[config.mk]
export PLATFORM = sky130hd
export DESIGN_NAME = clkout_pin_ctrl
export DESIGN_NICKNAME = d
export VERILOG_FILES = /design/src/rtl/clkout_pkg.sv /design/src/rtl/clkout_sub_sync.sv /design/src/rtl/clkout_stop_sampler.sv /design/src/rtl/clkout_src_fsm.sv /design/src/rtl/clkout_pin_ctrl.sv
export SDC_FILE = /design/constraint.sdc
export NUM_CORES = 1
export LEC_CHECK = 0
export CELL_PAD_IN_SITES_DETAIL_PLACEMENT = 0
export CELL_PAD_IN_SITES_GLOBAL_PLACEMENT = 1
export CORE_ASPECT_RATIO = 1.4
export CORE_MARGIN = 4
export CORE_UTILIZATION = 30
export DETAILED_ROUTE_END_ITERATION = 7
export PLACE_DENSITY = 0.69
export SLEW_MARGIN = 20
export SYNTH_ARGS = -nofsm -noshare
export SYNTH_HDL_FRONTEND = slang
export SYNTH_SLANG_ARGS = --single-unit
export TNS_END_PERCENT = 1
[constraint.sdc]
create_clock -name clk -period 4.9 [get_ports clk]
set_input_delay 0.98 -clock clk [delete_from_list [all_inputs] [get_ports clk]]
set_output_delay 0.98 -clock clk [all_outputs]
set_load 0.05 [all_outputs]
[src/rtl/clkout_pkg.sv]
package clkout_pkg;

  localparam int PSTATE_W = 3;

  // processing-state codes seen on pstate
  localparam logic [PSTATE_W-1:0] PS_ACTIVE = 3'd0;
  localparam logic [PSTATE_W-1:0] PS_SLEEP  = 3'd1;
  localparam logic [PSTATE_W-1:0] PS_SUBACT = 3'd2;
  localparam logic [PSTATE_W-1:0] PS_SWSTBY = 3'd3;
  localparam logic [PSTATE_W-1:0] PS_HWSTBY = 3'd4;

  // what the pin should carry
  typedef enum logic [1:0] {
    WANT_HIZ  = 2'd0,
    WANT_HIGH = 2'd1,
    WANT_MAIN = 2'd2,
    WANT_SUB  = 2'd3
  } want_e;

  // gating state of the output path
  typedef enum logic [1:0] {
    SRC_PARK = 2'd0,
    SRC_MAIN = 2'd1,
    SRC_SUB  = 2'd2,
    SRC_HOLD = 2'd3
  } src_e;

  function automatic logic pin_drives(input logic dir, input logic [PSTATE_W-1:0] ps);
    return dir && (ps < PS_HWSTBY);
  endfunction

  function automatic want_e pick_want(input logic dir, input logic stop,
                                      input logic [PSTATE_W-1:0] ps);
    want_e w;
    if (!pin_drives(dir, ps)) begin
      w = WANT_HIZ;
    end else begin
      case (ps)
        PS_ACTIVE, PS_SLEEP: w = stop ? WANT_HIGH : WANT_MAIN;
        PS_SUBACT:           w = stop ? WANT_HIGH : WANT_SUB;
        default:             w = WANT_HIGH;
      endcase
    end
    return w;
  endfunction

endpackage

[src/rtl/clkout_sub_sync.sv]
module clkout_sub_sync #(
  parameter int STAGES = 2
) (
  input  logic clk,
  input  logic rst_n,
  input  logic sub_clk,
  output logic sub_lvl,
  output logic sub_rise
);

  logic [STAGES-1:0] shreg;
  logic              prev_lvl;

  always_ff @(posedge clk or negedge rst_n) begin
    if (!rst_n) begin
      shreg    <= '0;
      prev_lvl <= 1'b0;
    end else begin
      shreg[0] <= sub_clk;
      for (int i = 1; i < STAGES; i++) shreg[i] <= shreg[i-1];
      prev_lvl <= shreg[STAGES-1];
    end
  end

  assign sub_lvl  = shreg[STAGES-1];
  assign sub_rise = shreg[STAGES-1] & ~prev_lvl;

endmodule

[src/rtl/clkout_stop_sampler.sv]
module clkout_stop_sampler (
  input  logic clk,
  input  logic rst_n,
  input  logic bus_end,
  input  logic stop_req,
  output logic stop_q
);

  always_ff @(posedge clk or negedge rst_n) begin
    if (!rst_n)       stop_q <= 1'b0;
    else if (bus_end) stop_q <= stop_req;
  end

endmodule

[src/rtl/clkout_src_fsm.sv]
module clkout_src_fsm
  import clkout_pkg::*;
#(
  parameter int SW_EDGES = 2
) (
  input  logic  clk,
  input  logic  rst_n,
  input  want_e want,
  input  logic  sub_lvl,
  input  logic  sub_rise,
  output logic  run_main,
  output logic  run_sub,
  output logic  in_hold,
  output logic  hold_done
);

  localparam int CNT_W = $clog2(SW_EDGES + 1);

  src_e             cur, nxt;
  logic [CNT_W-1:0] edge_cnt;
  logic             last_sub;
  logic             last_valid;

  assign hold_done = (edge_cnt == CNT_W'(SW_EDGES));

  always_comb begin
    nxt = cur;
    case (cur)
      SRC_PARK: begin
        if (want == WANT_MAIN)
          nxt = (last_valid && last_sub) ? SRC_HOLD : SRC_MAIN;
        else if (want == WANT_SUB) begin
          if (last_valid && !last_sub) nxt = SRC_HOLD;
          else if (sub_lvl)            nxt = SRC_SUB;
        end
      end
      SRC_MAIN: if (want != WANT_MAIN) nxt = SRC_PARK;
      SRC_SUB:  if (want != WANT_SUB && sub_lvl) nxt = SRC_PARK;
      default: begin
        if (want != WANT_MAIN && want != WANT_SUB) nxt = SRC_PARK;
        else if (hold_done) begin
          if (want == WANT_MAIN)  nxt = SRC_MAIN;
          else if (sub_lvl)       nxt = SRC_SUB;
        end
      end
    endcase
  end

  always_ff @(posedge clk or negedge rst_n) begin
    if (!rst_n) begin
      cur        <= SRC_PARK;
      edge_cnt   <= '0;
      last_sub   <= 1'b0;
      last_valid <= 1'b0;
    end else begin
      cur <= nxt;
      if (nxt == SRC_HOLD && cur != SRC_HOLD)
        edge_cnt <= '0;
      else if (cur == SRC_HOLD && sub_rise && !hold_done)
        edge_cnt <= edge_cnt + 1'b1;
      if (nxt == SRC_MAIN) begin
        last_valid <= 1'b1;
        last_sub   <= 1'b0;
      end else if (nxt == SRC_SUB) begin
        last_valid <= 1'b1;
        last_sub   <= 1'b1;
      end
    end
  end

  assign run_main = (cur == SRC_MAIN);
  assign run_sub  = (cur == SRC_SUB);
  assign in_hold  = (cur == SRC_HOLD);

endmodule

[src/rtl/clkout_pin_ctrl.sv]
module clkout_pin_ctrl
  import clkout_pkg::*;
#(
  parameter int SYNC_STAGES = 2,
  parameter int SW_EDGES    = 2
) (
  input  logic                clk,
  input  logic                sub_clk,
  input  logic                rst_n,
  input  logic                dir_out,
  input  logic                stop_req,
  input  logic                bus_end,
  input  logic [PSTATE_W-1:0] pstate,
  input  logic                pad_in,
  output logic                pad_out,
  output logic                pad_oe,
  output logic                port_in
);

  logic  sub_lvl, sub_rise;
  logic  stop_q;
  logic  run_main, run_sub, in_hold, hold_done;
  logic  drive_q;
  want_e want;

  clkout_sub_sync #(.STAGES(SYNC_STAGES)) u_sync (
    .clk(clk), .rst_n(rst_n), .sub_clk(sub_clk),
    .sub_lvl(sub_lvl), .sub_rise(sub_rise)
  );

  clkout_stop_sampler u_stop (
    .clk(clk), .rst_n(rst_n), .bus_end(bus_end),
    .stop_req(stop_req), .stop_q(stop_q)
  );

  assign want = pick_want(dir_out, stop_q, pstate);

  clkout_src_fsm #(.SW_EDGES(SW_EDGES)) u_fsm (
    .clk(clk), .rst_n(rst_n), .want(want),
    .sub_lvl(sub_lvl), .sub_rise(sub_rise),
    .run_main(run_main), .run_sub(run_sub),
    .in_hold(in_hold), .hold_done(hold_done)
  );

  // output enable is registered so reset forces the pin to input mode
  always_ff @(posedge clk or negedge rst_n) begin
    if (!rst_n) drive_q <= 1'b0;
    else        drive_q <= pin_drives(dir_out, pstate);
  end

  // OR-style gating: a disabled source leaves the pin parked high
  assign pad_out = run_main ? clk : (run_sub ? sub_lvl : 1'b1);
  assign pad_oe  = drive_q;
  assign port_in = drive_q ? 1'b0 : pad_in;

endmodule

* Word-level counts from Yosys, hierarchy flattened *
Cells that the tools add are included.

operators by class
  eq/ne operators = 14
  mux-type cells = 23
  add/subtract/negate cells = 1
  reduce and logical (&&, ||, !) cells = 15
  order comparisons = 1
  bitwise gates (word level) = 2

operator list
  cell                                           count
  two-way mux 2 bit                              15
  == test 2 bit, second input constant           7
  logical AND 1 bit                              8
  two-way mux 1 bit                              6
  != test 2 bit, second input constant           3
  one-hot mux 2 bit (3 select lines)             1
  == test 2 x 1 -> 1 bit, second input constant  2
  one-hot mux 2 bit (2 select lines)             1
  nonzero test 2 bit                             2
  == test 3 x 1 -> 1 bit, second input constant  1
  == test 3 x 2 -> 1 bit, second input constant  1
  zero test 3 bit                                1
  < comparator 3 bit, second input constant      1
  adder 2 x 1 -> 2 bit, second input constant    1
  zero test 1 bit                                2
  zero test 2 bit                                1
  OR reduction 2 bit                             1
  bitwise AND 1 bit                              1
  NOT 1 bit                                      1

word-level totals
  bits of input ports = 10
  output and inout port bits = 3
  flip-flop bits (word level) = 11
  logic and storage cells = 64

* Longest topological paths before layout *
Gate-level depths: netlist of the first run.

  word-level depth = 12
  gate-level depth with buffers = 9
  depth with buffers taken out = 9

* Hierarchy *
Synthesis of the first run repeated with hierarchy kept, for this count alone.

second synthesis, totals
  cells, all modules = 59
  area, all modules = 589.3 um^2

by module, submodules not included
  module               area each (um^2)  cells an instance  sequential area each (um^2)  instances
  clkout_src_fsm       375.4             43                 150.1                        1
  clkout_sub_sync      88.8              4                  75.1                         1
  clkout_pin_ctrl      85.1              10                 25.0                         1
  clkout_stop_sampler  40.0              2                  25.0                         1

==> results of run 1 <==
-- area by class of cell --
type	instances	area (µm²)	area share, %
multi-input cells	33	255	34.3
clock buffers	8	58.8	7.91
flip-flops and latches	11	275	37.0
well taps	20	25.0	3.37
repair buffers	11	110	14.8
inverters	5	18.8	2.53
-- worst paths after layout --
kind	from	end	slack [ns]	cells past startpoint
max	clk	pad_out	0.36	5
max in group asynchronous	rst_n	pad_oe$_DFF_PN0_	3.62	1
min reg2reg	u_sync.shreg[0]$_DFF_PN0_	u_sync.shreg[1]$_DFF_PN0_	0.35	0
max reg2reg	u_fsm.edge_cnt[0]$_DFFE_PN0P_	u_fsm.last_valid$_DFFE_PN0P_	2.59	8
min	u_sync.shreg[0]$_DFF_PN0_	u_sync.shreg[1]$_DFF_PN0_	0.35	0
min in group asynchronous	rst_n	u_sync.prev_lvl$_DFF_PN0_	0.93	1
-- per-layer routing --
metal | wire length [µm] | share of wire, %
met2 | 559 | 48
met3 | 91 | 7.8
met4 | 44 | 3.8
met5 | 0 | 0
met1 | 471 | 40
-- power by group through the flow --
stage	Sequential (mW)	Clock, mW	Combinational, mW
floorplan	0.116	0.00789	0.0450
global placement	0.116	0.00991	0.0646
detailed placement	0.117	0.00991	0.0650
CTS	0.115	0.116	0.0656
global route	0.118	0.125	0.0776
finish	0.115	0.111	0.0642
-- through the flow --
stage	total power, mW	cells	hold WS (ns)
3_3_place_gp	0.191	81	0.335
2_1_floorplan	0.169	49	0.331
4_1_cts	0.297	88	0.352
6_report	0.290	88	0.350
3_5_place_dp	0.192	81	0.336
5_1_grt	0.320	88	0.358
-- critical path, delay by kind of cell --
| kind | cells | cell delay, ns |
|---|---|---|
| AOI/OAI and AO/OA | 1 | 0.08 |
| buffers and inverters | 3 | 0.94 |
| and+or+nand+nor | 1 | 0.09 |
-- logic make-up after synthesis --
family	after synthesis	share of synthesized area, %
AO/OA/AOI/OAI	11	12.5
XOR/XNOR	1	1.59
adder cells (fa/ha/maj)	3	6.83
buffers and inverters	5	3.42
flip-flops	11	50.1
multiplexers	4	7.52
AND/OR/NAND/NOR	14	18.0
-- layout by cell type, fill, tap and decap left out, types with 2 or more instances in the layout --
| cell | synthesis | routed |
|---|---|---|
| sky130_fd_sc_hd__a21oi_1 | 3 | 3 |
| sky130_fd_sc_hd__clkbuf_4 | 0 | 6 |
| sky130_fd_sc_hd__clkdlybuf4s50_1 | 0 | 12 |
| sky130_fd_sc_hd__dfrtp_1 | 11 | 11 |
| sky130_fd_sc_hd__ha_1 | 3 | 3 |
| sky130_fd_sc_hd__inv_1 | 5 | 5 |
| sky130_fd_sc_hd__mux2i_1 | 3 | 3 |
| sky130_fd_sc_hd__nand3b_1 | 2 | 2 |
| sky130_fd_sc_hd__nor2b_1 | 2 | 2 |
| sky130_fd_sc_hd__o21a_1 | 2 | 2 |
| sky130_fd_sc_hd__o21ai_0 | 3 | 3 |
-- sequential cells by signal, summed over array words and instances, names as in the netlist --
signal and cells:
u_fsm.edge_cnt 2, u_fsm.last_valid 1, u_sync.shreg 2, pad_oe 1, u_fsm.last_sub 1, u_stop.stop_q 1
u_sync.prev_lvl 1, u_fsm.cur 2
==> run_summary.xml, run 1 <==
<?xml version="1.0" encoding="UTF-8"?>
<metrics>
  <group name="global_routing">
    <metric name="global_route_wire_length_before_repair" unit="mm">2.04</metric>
    <metric name="gr-total-overflow" unit="">0</metric>
    <metric name="global_route.peak_usage_layer" unit="">met2</metric>
    <metric name="globalRouteMet1Util" unit="%">11.4</metric>
    <metric name="grt.total_usage" unit="%">12.0</metric>
    <metric name="grtUsageMet3" unit="%">7.95</metric>
    <metric name="initial_antenna_violation_count" unit="">0</metric>
    <metric name="grt_max_degree" unit="">12</metric>
    <metric name="use_met2" unit="%">16.0</metric>
    <metric name="vias_in_the_first_global_route" unit="">502</metric>
  </group>
  <group name="sta">
    <metric name="timing.slew.headroom" unit="%">65.3</metric>
    <metric name="final_critical_path_setup_slack" unit="ns">0.363</metric>
    <metric name="maxSlewViolCount" unit="">0</metric>
    <metric name="hold_violations" unit="">0</metric>
    <metric name="totalNegativeSetupSlack" unit="ns">0</metric>
    <metric name="finalSetupViolations" unit="">0</metric>
    <metric name="worst-slew-pin-transition" unit="ns">0.518</metric>
    <metric name="worst_clock_skew" unit="ns">0.00875</metric>
    <metric name="rsz0062_at_grt" unit="">false</metric>
  </group>
  <group name="pwr">
    <metric name="seq_power_share" unit="%">39.6</metric>
    <metric name="clkPwrFrac" unit="%">38.3</metric>
    <metric name="p_sw_share" unit="%">30.9</metric>
    <metric name="p_comb_share" unit="%">22.2</metric>
    <metric name="ir_drop" unit="µV">165</metric>
    <metric name="total_switching_power" unit="mW">0.0894</metric>
    <metric name="cellInternalPower" unit="mW">0.200</metric>
    <metric name="leak_pwr" unit="nW">0.318</metric>
    <metric name="power_density" unit="nW/µm²">390</metric>
  </group>
  <group name="routing">
    <metric name="wl_per_cell" unit="µm">13.2</metric>
    <metric name="drt_first_iter_violations" unit="">10</metric>
    <metric name="postRouteAntennaNets" unit="">0</metric>
    <metric name="drt_pass1_iterations" unit="">4</metric>
    <metric name="totalWireLength" unit="mm">1.17</metric>
    <metric name="detailroute.via_count" unit="">435</metric>
    <metric name="drc_errors" unit="">0</metric>
    <metric name="routed_via_density" unit="">4.94</metric>
  </group>
  <group name="place">
    <metric name="placement.setup.worst_slack" unit="ns">0.645</metric>
    <metric name="place_hpwl" unit="µm">825</metric>
    <metric name="dpl_cell_area" unit="µm²">694</metric>
    <metric name="gpl.final_weighted_congestion" unit="">0.729</metric>
    <metric name="io_buffers" unit="">12</metric>
  </group>
  <group name="finish">
    <metric name="diodes" unit="">0</metric>
    <metric name="filler_cell_count" unit="">170</metric>
    <metric name="finished_layout_cell_area" unit="µm²">743</metric>
    <metric name="final_net_count" unit="">82</metric>
    <metric name="synthToLayoutAreaGrowth" unit="%">35.3</metric>
    <metric name="final_core_utilization" unit="%">42.3</metric>
    <metric name="final_layout_size_suffix_gt1_share" unit="%">16.2</metric>
  </group>
  <group name="logic_synthesis">
    <metric name="synth.area.top_cells" unit="">sky130_fd_sc_hd__dfrtp_1, sky130_fd_sc_hd__ha_1, sky130_fd_sc_hd__mux2i_1</metric>
    <metric name="ys.warnings.count" unit="">0</metric>
    <metric name="post_synthesis_instance_area" unit="µm²">549</metric>
    <metric name="synth-seq-area-share" unit="%">50.1</metric>
    <metric name="synthMostInstantiatedCell" unit="">sky130_fd_sc_hd__dfrtp_1</metric>
    <metric name="yosys-top-cells-count" unit="">sky130_fd_sc_hd__dfrtp_1, sky130_fd_sc_hd__inv_1</metric>
    <metric name="syn_inst" unit="">49</metric>
    <metric name="synth-seq-cells" unit="">11</metric>
    <metric name="avgSynthCellArea" unit="µm²">11.2</metric>
    <metric name="synthesis.nets" unit="">62</metric>
    <metric name="yosysUniqueCellTypes" unit="">24</metric>
    <metric name="synth.top_cell.area_share" unit="%">50.1</metric>
    <metric name="synth_top_flop_cell" unit="">sky130_fd_sc_hd__dfrtp_1</metric>
    <metric name="edff_count_synth" unit="">0</metric>
    <metric name="ys_async_sr_fraction" unit="%">100</metric>
    <metric name="biggest_area_consumer_among_synthesized_cells" unit="">sky130_fd_sc_hd__dfrtp_1</metric>
  </group>
  <group name="die">
    <metric name="die_h" unit="µm">58.6</metric>
    <metric name="pin_count" unit="">13</metric>
    <metric name="dieArea" unit="µm²">2590</metric>
    <metric name="starting_density_of_the_core" unit="%">31.3</metric>
    <metric name="die_width" unit="µm">44.2</metric>
    <metric name="floorplan.core_area" unit="µm²">1760</metric>
    <metric name="row_count" unit="">18</metric>
  </group>
  <group name="clock_network">
    <metric name="cts.repair.resized" unit="">0</metric>
    <metric name="cts_setup_buffers" unit="">0</metric>
    <metric name="cts_tree" unit="">done</metric>
    <metric name="cts_stage_hold_buffer_count" unit="">0</metric>
    <metric name="path_clk_slew" unit="ns">0.07</metric>
    <metric name="clk-insertion-delay-late" unit="ns">0.39</metric>
  </group>
  <group name="setup_path">
    <metric name="largest_fanout_on_the_critical_path" unit="">2</metric>
    <metric name="crit_arrival" unit="ns">3.56</metric>
    <metric name="cp-start-kind" unit="">clock port</metric>
    <metric name="path_class" unit="">clk2out</metric>
    <metric name="crit_chain" unit="">clkbuf_4 -&gt; clkbuf_4 -&gt; nor2_1 -&gt; a21oi_1 -&gt; clkdlybuf4s50_1</metric>
    <metric name="crit_path_top_delay_cell" unit="">sky130_fd_sc_hd__clkdlybuf4s50_1</metric>
    <metric name="timing.critical_path.to_type" unit="">primary output</metric>
    <metric name="worst_path_most_repeated_cell" unit="">sky130_fd_sc_hd__clkbuf_4</metric>
    <metric name="worst_ep_required_time" unit="ns">3.92</metric>
    <metric name="worst_path_largest_cell_delay" unit="ns">0.71</metric>
  </group>
  <group name="status">
    <metric name="run_status" unit="">finished clean</metric>
  </group>
  <group name="job">
    <metric name="cap_viol_max_count" unit="">0</metric>
  </group>
  <group name="hold_path">
    <metric name="min-delay-path-class" unit="">reg2reg</metric>
  </group>
</metrics>
No activity file was read; power rests on OpenSTA's default activity.
==> run 2, diff against run 1 <==
--- a/config.mk
+++ b/config.mk
@@ -10,6 +10,7 @@
 export CORE_ASPECT_RATIO = 1.4
 export CORE_MARGIN = 4
 export CORE_UTILIZATION = 30
+export CTS_BUF_LIST = sky130_fd_sc_hd__clkbuf_4 sky130_fd_sc_hd__clkbuf_8
 export DETAILED_ROUTE_END_ITERATION = 7
 export PLACE_DENSITY = 0.69
 export SLEW_MARGIN = 20
==> run 2 against run 1 <==
  * Sequential share of layout area down 0.19 points
  * Core utilization up 0.21 points
  * First-iteration DRC count down 40%
  * Worst hold slack better by 0.00099 ns
  * Worst setup slack better by 0.00073 ns
  * Clock power up 4%
  * Total power up 1.3%
  * Count of clock-buffer cells in the layout unchanged
  * Cell count unchanged
  * Sequential cell count unchanged
  * Combinational power about the same
  * Routed wire length down 2.1%
  * Critical path type unchanged
  * Critical endpoint unchanged
  * Highest routed layer unchanged
==> run_summary.xml, run 2 (synthesized netlist as in run 1, its figures left out) <==
<?xml version="1.0" encoding="UTF-8"?>
<metrics>
  <group name="pwr">
    <metric name="power_density" unit="nW/µm²">393</metric>
    <metric name="ir_drop" unit="µV">169</metric>
    <metric name="leak_pwr" unit="nW">0.321</metric>
  </group>
  <group name="finish">
    <metric name="layout.cells.most_common" unit="">sky130_fd_sc_hd__clkdlybuf4s50_1</metric>
    <metric name="diodes" unit="">0</metric>
    <metric name="most-common-layout-cells" unit="">sky130_fd_sc_hd__clkdlybuf4s50_1, sky130_fd_sc_hd__dfrtp_1, sky130_fd_sc_hd__clkbuf_4, sky130_fd_sc_hd__inv_1</metric>
    <metric name="filler_cell_count" unit="">170</metric>
    <metric name="synthToLayoutAreaGrowth" unit="%">36.0</metric>
    <metric name="final_layout_size_suffix_gt1_share" unit="%">17.6</metric>
    <metric name="final_net_count" unit="">82</metric>
    <metric name="largestRegisters" unit="">u_fsm.cur: 2 flops, u_fsm.edge_cnt: 2 flops, u_sync.shreg: 2 flops</metric>
  </group>
  <group name="setup_path">
    <metric name="largest_fanout_on_the_critical_path" unit="">2</metric>
    <metric name="worst_ep_required_time" unit="ns">3.92</metric>
    <metric name="worst_path_largest_cell_delay" unit="ns">0.71</metric>
    <metric name="number_of_buffer_and_inverter_stages_on_the_critical_path" unit="">3</metric>
    <metric name="timing.critical_path.to_type" unit="">primary output</metric>
    <metric name="crit_arrival" unit="ns">3.56</metric>
    <metric name="worst_path_most_repeated_cell" unit="">sky130_fd_sc_hd__clkbuf_4</metric>
    <metric name="crit_path_top_delay_cell" unit="">sky130_fd_sc_hd__clkdlybuf4s50_1</metric>
    <metric name="crit_chain" unit="">clkbuf_4 -&gt; clkbuf_4 -&gt; nor2_1 -&gt; a21oi_1 -&gt; clkdlybuf4s50_1</metric>
    <metric name="path_class" unit="">clk2out</metric>
    <metric name="path_delay_family" unit="">buffers and inverters</metric>
    <metric name="cp-start-kind" unit="">clock port</metric>
  </group>
  <group name="die">
    <metric name="die_h" unit="µm">58.6</metric>
    <metric name="die_width" unit="µm">44.2</metric>
    <metric name="floorplan.core_area" unit="µm²">1760</metric>
    <metric name="pin_count" unit="">13</metric>
    <metric name="row_count" unit="">18</metric>
    <metric name="dieArea" unit="µm²">2590</metric>
    <metric name="starting_density_of_the_core" unit="%">31.3</metric>
  </group>
  <group name="routing">
    <metric name="routed_via_density" unit="">4.73</metric>
    <metric name="wl_per_cell" unit="µm">13.0</metric>
    <metric name="drc_errors" unit="">0</metric>
    <metric name="detailroute.via_count" unit="">416</metric>
    <metric name="drt_pass1_iterations" unit="">4</metric>
    <metric name="drt_first_iter_violations" unit="">6</metric>
    <metric name="totalWireLength" unit="mm">1.14</metric>
    <metric name="postRouteAntennaNets" unit="">0</metric>
  </group>
  <group name="clock_network">
    <metric name="cts_stage_hold_buffer_count" unit="">0</metric>
    <metric name="cts_setup_buffers" unit="">0</metric>
    <metric name="clk-insertion-delay-late" unit="ns">0.37</metric>
    <metric name="cts_tree" unit="">done</metric>
    <metric name="cts.repair.resized" unit="">0</metric>
    <metric name="path_clk_slew" unit="ns">0.07</metric>
  </group>
  <group name="sta">
    <metric name="finalSetupViolations" unit="">0</metric>
    <metric name="timing.slew.headroom" unit="%">65.3</metric>
    <metric name="worst-slew-pin-transition" unit="ns">0.518</metric>
    <metric name="worst_clock_skew" unit="ns">0.00439</metric>
    <metric name="maxSlewViolCount" unit="">0</metric>
    <metric name="hold_violations" unit="">0</metric>
    <metric name="rsz0062_at_grt" unit="">false</metric>
    <metric name="final_critical_path_setup_slack" unit="ns">0.364</metric>
    <metric name="totalNegativeSetupSlack" unit="ns">0</metric>
  </group>
  <group name="place">
    <metric name="place_hpwl" unit="µm">825</metric>
    <metric name="io_buffers" unit="">12</metric>
    <metric name="gpl.final_weighted_congestion" unit="">0.729</metric>
    <metric name="placement.setup.worst_slack" unit="ns">0.645</metric>
  </group>
  <group name="global_routing">
    <metric name="global_route_wire_length_before_repair" unit="mm">2.02</metric>
    <metric name="initial_antenna_violation_count" unit="">0</metric>
    <metric name="gr-total-overflow" unit="">0</metric>
    <metric name="grt.total_usage" unit="%">11.2</metric>
    <metric name="grt_max_degree" unit="">12</metric>
    <metric name="vias_in_the_first_global_route" unit="">497</metric>
  </group>
  <group name="job">
    <metric name="cap_viol_max_count" unit="">0</metric>
  </group>
  <group name="hold_path">
    <metric name="min-delay-path-class" unit="">reg2reg</metric>
  </group>
  <group name="status">
    <metric name="run_status" unit="">finished clean</metric>
  </group>
</metrics>
[run 2: cell types whose count changed in the layout (fill, tap and decap cells not counted)]
cell	before	now
sky130_fd_sc_hd__clkbuf_4	6	7
sky130_fd_sc_hd__clkbuf_1	1	0
[run 2: cell type report]
class                      count  area [µm²]  area share, %
tap                           20        25.0           3.35
inverter                       5        18.8           2.51
multi-input combinational     33         255           34.2
clock buffer                   8        62.6           8.38
timing repair buffer          11         110           14.7
sequential                    11         275           36.9
[run 2: worst reg2reg max path, stage by stage, from the launching register on]
cell	delay, ns
sky130_fd_sc_hd__dfrtp_1	0.38
sky130_fd_sc_hd__inv_1	0.06
sky130_fd_sc_hd__ha_1	0.23
sky130_fd_sc_hd__nand3_1	0.09
sky130_fd_sc_hd__o21ai_0	0.07
sky130_fd_sc_hd__or3_1	0.31
sky130_fd_sc_hd__a221oi_1	0.46
sky130_fd_sc_hd__ha_1	0.35
sky130_fd_sc_hd__or2_2	0.28
[run 2: path summary, 6_finish.rpt]
kind | slack, ns | endpoint | from | cells after the start
setup / recovery | 0.36 | pad_out | clk | 5
hold / removal | 0.35 | u_sync.shreg[1]$_DFF_PN0_ | u_sync.shreg[0]$_DFF_PN0_ | 0
setup reg to reg | 2.59 | u_fsm.last_valid$_DFFE_PN0P_ | u_fsm.edge_cnt[0]$_DFFE_PN0P_ | 8
hold reg to reg | 0.35 | u_sync.shreg[1]$_DFF_PN0_ | u_sync.shreg[0]$_DFF_PN0_ | 0
max in group asynchronous | 3.61 | u_stop.stop_q$_DFFE_PN0P_ | rst_n | 1
min in group asynchronous | 0.94 | u_fsm.last_valid$_DFFE_PN0P_ | rst_n | 1
[run 2: where the power goes]
part	internal [mW]	switching, mW
Sequential	0.104	0.0105
Combinational	0.0339	0.0303
Clock	0.0677	0.0470
Total	0.206	0.0878
[run 2: metal layers]
| metal | track usage, % | up-vias | wire length, µm |
|---|---|---|---|
| met1 | 11.4 | 193 | 502 |
| met2 | 15.6 | 7 | 563 |
| met4 | 11.6 | 0 | 12 |
| met5 | 0 | - | 0 |
| li1 | - | 214 | - |
| met3 | 5.81 | 2 | 62 |
[run 2: through the flow]
step / hold WS, ns / power, mW / instances / instance area [µm²] / utilization (%)
after floorplan: 0.331 / 0.169 / 49 / 549 / -
after global routing: 0.358 / 0.324 / 88 / 747 / 42.5
after detailed placement: 0.336 / 0.192 / 81 / 694 / 39.5
after CTS: 0.352 / 0.301 / 88 / 747 / 42.5
after global placement: 0.335 / 0.191 / 81 / 694 / 39.5
final: 0.351 / 0.294 / 88 / 747 / 42.5
==> run 3, diff against run 2 <==
--- a/config.mk
+++ b/config.mk
@@ -12,6 +12,7 @@
 export CORE_UTILIZATION = 30
 export CTS_BUF_LIST = sky130_fd_sc_hd__clkbuf_4 sky130_fd_sc_hd__clkbuf_8
 export DETAILED_ROUTE_END_ITERATION = 7
+export HOLD_SLACK_MARGIN = 0.1
 export PLACE_DENSITY = 0.69
 export SLEW_MARGIN = 20
 export SYNTH_ARGS = -nofsm -noshare
==> results of run 3 <==
Same layout as run 2: the final DEF is identical, and so are final timing and power.
